===== src/rtl/alert_fifo_pkg.sv =====
package alert_fifo_pkg;
  typedef enum logic [1:0] {
    OP_HOLD = 2'b00,
    OP_POP  = 2'b01,
    OP_PUSH = 2'b10,
    OP_BOTH = 2'b11
  } fifo_op_e;
endpackage


===== src/rtl/afifo_store.sv =====
module afifo_store #(
  parameter int DEPTH  = 64,
  parameter int DATA_W = 8
) (
  input  logic              clk,
  input  logic              rst_n,
  input  logic              flush,
  input  logic              push_go,
  input  logic              pop_go,
  input  logic [DATA_W-1:0] din,
  output logic [DATA_W-1:0] head
);
  localparam int PTR_W = (DEPTH > 1) ? $clog2(DEPTH) : 1;
  localparam logic [PTR_W-1:0] LAST = PTR_W'(DEPTH - 1);

  logic [DATA_W-1:0] mem [DEPTH];
  logic [PTR_W-1:0]  wr_ptr, rd_ptr, wr_nxt, rd_nxt;

  generate
    if ((DEPTH & (DEPTH - 1)) == 0) begin : g_pow2_wrap
      assign wr_nxt = wr_ptr + 1'b1;
      assign rd_nxt = rd_ptr + 1'b1;
    end else begin : g_cmp_wrap
      assign wr_nxt = (wr_ptr == LAST) ? '0 : wr_ptr + 1'b1;
      assign rd_nxt = (rd_ptr == LAST) ? '0 : rd_ptr + 1'b1;
    end
  endgenerate

  always_ff @(posedge clk or negedge rst_n) begin
    if (!rst_n) begin
      wr_ptr <= '0;
      rd_ptr <= '0;
    end else if (flush) begin
      wr_ptr <= '0;
      rd_ptr <= '0;
    end else begin
      if (push_go) wr_ptr <= wr_nxt;
      if (pop_go)  rd_ptr <= rd_nxt;
    end
  end

  always_ff @(posedge clk) begin
    if (push_go) mem[wr_ptr] <= din;
  end

  assign head = mem[rd_ptr];


  ptr_reset_chk: assert property (@(posedge clk) disable iff (!rst_n)
    flush |=> (wr_ptr == '0) && (rd_ptr == '0));
endmodule


===== src/rtl/afifo_count.sv =====
module afifo_count
  import alert_fifo_pkg::*;
#(
  parameter int DEPTH = 64,
  parameter int CNT_W = 7
) (
  input  logic             clk,
  input  logic             rst_n,
  input  logic             flush,
  input  logic             in_valid,
  input  logic             out_ready,
  output logic             in_ready,
  output logic             out_valid,
  output logic             push_go,
  output logic             pop_go,
  output logic [CNT_W-1:0] count,
  output logic             overflow
);
  localparam logic [CNT_W-1:0] FULL_CNT = CNT_W'(DEPTH);
  localparam logic [CNT_W-1:0] ONE      = CNT_W'(1);

  logic     full;
  fifo_op_e op;

  assign full      = (count == FULL_CNT);
  assign in_ready  = !full;
  assign out_valid = (count != '0);
  assign push_go   = in_valid && !full && !flush;
  assign pop_go    = out_ready && out_valid && !flush;
  assign op        = fifo_op_e'({push_go, pop_go});

  always_ff @(posedge clk or negedge rst_n) begin
    if (!rst_n) begin
      count    <= '0;
      overflow <= 1'b0;
    end else if (flush) begin
      count    <= '0;
      overflow <= 1'b0;
    end else begin
      unique case (op)
        OP_PUSH: count <= count + ONE;
        OP_POP:  count <= count - ONE;
        default: count <= count;
      endcase
      if (in_valid && full) overflow <= 1'b1;
    end
  end


  count_step_chk: assert property (@(posedge clk) disable iff (!rst_n)
    (push_go && !pop_go) |=> count == $past(count) + ONE);


  ovf_sticky_chk: assert property (@(posedge clk) disable iff (!rst_n)
    (overflow && !flush) |=> overflow);


  flush_clear_chk: assert property (@(posedge clk) disable iff (!rst_n)
    flush |=> (count == '0) && !overflow);


  empty_pop_chk: assert property (@(posedge clk) disable iff (!rst_n)
    (!out_valid && out_ready && !in_valid && !flush) |=>
      (count == '0) && (overflow == $past(overflow)));
endmodule


===== src/rtl/afifo_alerts.sv =====
module afifo_alerts #(
  parameter int DEPTH = 64,
  parameter int CNT_W = 7,
  parameter int LVL_W = 6
) (
  input  logic             clk,
  input  logic             rst_n,
  input  logic [CNT_W-1:0] count,
  input  logic [LVL_W-1:0] level,
  input  logic             hi_en,
  input  logic             lo_en,
  output logic             near_full,
  output logic             near_empty,
  output logic             irq
);
  localparam int CW = CNT_W + 1;

  logic [CW-1:0] cnt_x, lvl_x, free_x;

  assign cnt_x      = {1'b0, count};
  assign lvl_x      = CW'(level);
  assign free_x     = CW'(DEPTH) - cnt_x;
  assign near_full  = (free_x <= lvl_x);
  assign near_empty = (cnt_x <= lvl_x);

  always_ff @(posedge clk or negedge rst_n) begin
    if (!rst_n) irq <= 1'b0;
    else        irq <= (hi_en && near_full) || (lo_en && near_empty);
  end


  irq_follow_chk: assert property (@(posedge clk) disable iff (!rst_n)
    1'b1 |=> irq == $past((hi_en && near_full) || (lo_en && near_empty)));
endmodule


===== src/rtl/alert_fifo.sv =====
module alert_fifo #(
  parameter int DEPTH  = 64,
  parameter int DATA_W = 8,
  parameter int LVL_W  = 6
) (
  input  logic                     clk,
  input  logic                     rst_n,
  input  logic                     flush,
  input  logic                     in_valid,
  output logic                     in_ready,
  input  logic [DATA_W-1:0]        in_data,
  output logic                     out_valid,
  input  logic                     out_ready,
  output logic [DATA_W-1:0]        out_data,
  input  logic [LVL_W-1:0]         level,
  input  logic                     hi_irq_en,
  input  logic                     lo_irq_en,
  output logic [$clog2(DEPTH+1)-1:0] fill_count,
  output logic                     near_full,
  output logic                     near_empty,
  output logic                     overflow,
  output logic                     irq
);
  localparam int CNT_W = $clog2(DEPTH + 1);

  logic              push_go, pop_go;
  logic [DATA_W-1:0] head;

  afifo_count #(.DEPTH(DEPTH), .CNT_W(CNT_W)) u_count (
    .clk(clk), .rst_n(rst_n), .flush(flush),
    .in_valid(in_valid), .out_ready(out_ready),
    .in_ready(in_ready), .out_valid(out_valid),
    .push_go(push_go), .pop_go(pop_go),
    .count(fill_count), .overflow(overflow)
  );

  afifo_store #(.DEPTH(DEPTH), .DATA_W(DATA_W)) u_store (
    .clk(clk), .rst_n(rst_n), .flush(flush),
    .push_go(push_go), .pop_go(pop_go),
    .din(in_data), .head(head)
  );

  afifo_alerts #(.DEPTH(DEPTH), .CNT_W(CNT_W), .LVL_W(LVL_W)) u_alerts (
    .clk(clk), .rst_n(rst_n), .count(fill_count), .level(level),
    .hi_en(hi_irq_en), .lo_en(lo_irq_en),
    .near_full(near_full), .near_empty(near_empty), .irq(irq)
  );

  assign out_data = out_valid ? head : '0;
endmodule


===== config.mk =====
export PLATFORM = sky130hd
export DESIGN_NAME = alert_fifo
export DESIGN_NICKNAME = d
export VERILOG_FILES = /design/src/rtl/alert_fifo_pkg.sv /design/src/rtl/afifo_store.sv /design/src/rtl/afifo_count.sv /design/src/rtl/afifo_alerts.sv /design/src/rtl/alert_fifo.sv
export SDC_FILE = /design/constraint.sdc
export NUM_CORES = 1
export LEC_CHECK = 0
export ABC_CLOCK_PERIOD_IN_PS = 3000
export BUFFER_PORTS_ARGS = -buffer_cell sky130_fd_sc_hd__buf_2
export CORE_MARGIN = 1.5
export CORE_UTILIZATION = 55
export CTS_CLUSTER_DIAMETER = 50
export CTS_CLUSTER_SIZE = 12
export DETAILED_ROUTE_END_ITERATION = 10
export PLACE_DENSITY = 0.74
export SETUP_SLACK_MARGIN = 0.4
export SYNTH_ARGS = -nofsm -noshare
export SYNTH_HDL_FRONTEND = slang
export SYNTH_HIERARCHICAL = 1
export SYNTH_SLANG_ARGS = --single-unit

===== constraint.sdc =====
create_clock -name clk -period 3 [get_ports clk]
set_input_delay 0.3 -clock clk [delete_from_list [all_inputs] [get_ports clk]]
set_output_delay 0.3 -clock clk [all_outputs]
set_load 0.01 [all_outputs]

==> run metrics <==
outcome complete, but fails checks; failing checks negative setup slack; Synth Area in XOR/XNOR 0.005574; initial antenna violation count 0; simple-gate area share of the yosys netlist 0.04493; CP cell instances buf_12, buf_16, buf_4, mux4_2, o211ai_1, a22oi_2, and3_1, and2_1, buf_2; DRT Pass-1 Iters 5; Mapped Area around 22,000 µm²; Core Area between 30,000 and 40,000 µm²; sequential area share after synthesis 0.7228; WHS between 0.01 and 0.015 ns; synthesis-stage register bit count about 530; Tightest Pin Transition between 1 and 1.5 ns; CP endpoint kind output port; total CTS buffers between 50 and 60; endpoints failing setup 8; Post-route DRC 0; Data arrival, critical path between 3 and 4 ns; Synth-to-Final Area Change 19.87%; Crit-path slowest cell dfrtp_4; ratio of cells with drive above 1 in the final layout 0.3670; Max Clk Rate just under 0.3 GHz; Hold Path Class in2reg; placed wire-length estimate 31,360 µm; post-synthesis adder-cell area fraction 0.01172; Post-Syn Instances roughly 1,200; dpl ws -0.1506 ns; worst skew pair latency 0.58 ns; Die Ht between 200 and 250 µm; Critical Path RT 2.70 ns; Slew Limit Fails 0; largest net degree at the start of global routing 65; pwr dens about 690 nW/µm²; remaining global-route overflow 0; Detail Route Antenna Nets 0; Compound-Gate Fraction of Synth Area 0.04812; Synth Warn # 6; Starting DRT DRC Count between 1,000 and 1,500; final instance area approximately 26,000 µm²; gpl congestion about 0.84; antenna diode count 0; Post-Syn Nets 1,221; Hold Path Depth 3; CTS clk-pin slew, worst paths approximately 0.060 ns; CP Class reg2out; final worst setup slack -0.3970 ns; vias in the first global route about 12,000; unrepaired setup endpoints after global routing yes; drt wl/cell 27.92 µm; CTS tree yes; maxcap violations 0; Final #Nets approximately 1,400; worst path bufs/invs 4; Final min period around 3.4 ns; CTS Sinks ~530; Worst slew margin 0.1801; GRT Total Usage 0.2585; path depth of the worst reg2reg path 11; Worst path max stage delay ~0.56 ns; crit path launch type flip-flop; Hold Vio Cnt, Final 0; first-pass GRT wire length between 70,000 and 80,000 µm; Die Width 203.0 µm; H-tree depth 2; mux cell area share after synthesis 0.1415; largest family of logic cells by synthesized area multiplexers; kind of cell adding the most delay to the critical path buffers and inverters; via count ~12,000; root buffer cell clkbuf_16; Setup crit start u_store/rd_ptr[0]; EDFF count, synth ~500; maximum VDD drop a little under 0.6 mV; CTS max path bufs 3; ys async rst share 0.03940; Layout Skew about 0.027 ns; RR Startpoint u_count/count[4]; Levels on crit path 9; post-synth cell types between 70 and 80; I/O pin total between 40 and 50; crit share post-route 1.132; DP Area 23,190 µm²; CP max FO 8; Initial Utilization 0.5549; Buffers on Ports 41; Leakage between 0.008 and 0.009 µW; DRT Wirelength ~53,000 µm; Die ar. between 40,000 and 50,000 µm²; site row count between 70 and 80; fill cell count 2,503; DR vias/cell roughly 6.5; Worst Hold Launch hi_irq_en; Syn Area/Cell ~19 µm²; Post-synth top flop edfxtp_1
-- per-stage QoR --
step	util	total power, µW	std cells	setup TNS, ns
2_1_floorplan	-	10510	1180	0
3_3_place_gp	0.5851	11340	1758	-0.2403
3_5_place_dp	0.5851	11400	1758	-0.3231
4_1_cts	0.6510	18000	1877	-2.740
5_1_grt	0.6652	18730	1890	-3.176
6_report	0.6652	18170	1890	-2.865
-- worst register-to-register path, stage by stage, from the launching register on --
cell and delay (ns):
dfrtp_1 0.40, buf_6 0.16, nor4_4 0.34, a21oi_2 0.11
and2_4 0.18, buf_6 0.12, fa_2 0.36, a211oi_2 0.28
o21ai_1 0.11, a22o_1 0.20, and4b_1 0.17, a211o_1 0.22
-- flip-flops by register name (all words and copies together), names as in the netlist --
register and count:
u_store/mem 512, u_count/count 7, u_store/rd_ptr 6, u_store/wr_ptr 6, u_alerts/irq 1, u_count/overflow 1
-- repair_timing --
item,4_1_cts,5_1_grt
hold endpoints to repair,22,0
buffers inserted,33,12
gates cloned,6,1
pin swaps,32,49
hold buffers,2,0
endpoints found under the setup margin,487,420
resized for setup,145,100
-- Yosys cell counts, drive strengths merged (13+ instances only) --
library cell  count  area share
nor2             96       0.016
clkbuf           26      0.0072
buf              37       0.016
o22ai            23      0.0065
inv              13      0.0022
edfxtp          512        0.70
a221oi           18      0.0075
mux2i            90       0.041
nand2            29      0.0049
ha               19       0.011
a21oi            14      0.0034
dfrtp            21       0.024
mux2             15      0.0078
mux4             88       0.093
o21ai            18      0.0041
-- layer usage --
| metal | track usage | wire length (µm) | vias up |
|---|---|---|---|
| li1 | - | - | 5133 |
| met1 | 0.3537 | 20360 | 6306 |
| met2 | 0.4273 | 26370 | 637 |
| met3 | 0.03676 | 4137 | 123 |
| met4 | 0.09577 | 1903 | 0 |
| met5 | 0 | 0 | - |
-- report_power, final --
group / leakage, µW / internal (µW) / switching (µW)
clock network: 0.000724 / 3350 / 2580
registers: 0.00488 / 8230 / 76.7
logic: 0.00277 / 1950 / 1990
total: 0.00837 / 13500 / 4640
-- cells by family after synthesis --
kind of cell | after synthesis
adder cells (fa/ha/maj) | 20
multiplexers | 193
flip-flops | 533
buffers and inverters | 76
XOR/XNOR | 14
AO/OA/AOI/OAI | 139
AND/OR/NAND/NOR | 205
-- layout by cell type (no fill, tap or decap), types with 6 or more instances in the layout --
master	instances
a211o_1	8
a21oi_1	10
a221oi_2	12
and2_1	7
buf_12	14
buf_16	8
buf_2	40
buf_4	84
buf_6	17
clkbuf_1	16
clkbuf_16	53
dfrtp_1	15
edfxtp_1	512
ha_1	12
ha_4	6
inv_1	13
mux2_2	12
mux2i_1	87
mux4_1	15
mux4_2	73
nand2_1	21
nand2b_1	11
nor2_1	39
nor2_2	33
nor2_4	24
o211ai_1	6
o21ai_1	12
o22ai_2	13
o22ai_4	6
xor2_1	8
-- path summary, 6_finish.rpt --
kind	to	slack, ns
min reg2reg	u_count/overflow	0.53
min	u_alerts/irq	0.01
max in group asynchronous	u_store/rd_ptr[0]	2.33
max	out_data[1]	-0.40
max reg2reg	u_count/count[6]	0.23
min in group asynchronous	u_store/wr_ptr[4]	0.25
-- layout make-up --
type                       count  area [µm²]  share of cell area
sequential                   533       15910              0.6035
multi-input combinational    573        6650              0.2522
timing repair buffer         168        1605             0.06088
clock buffer                  71        1414             0.05362
tap                          525       656.9             0.02491
clock inverter                 7       81.33            0.003084
inverter                      13       48.80            0.001851
(Power assumes the default switching activity.)
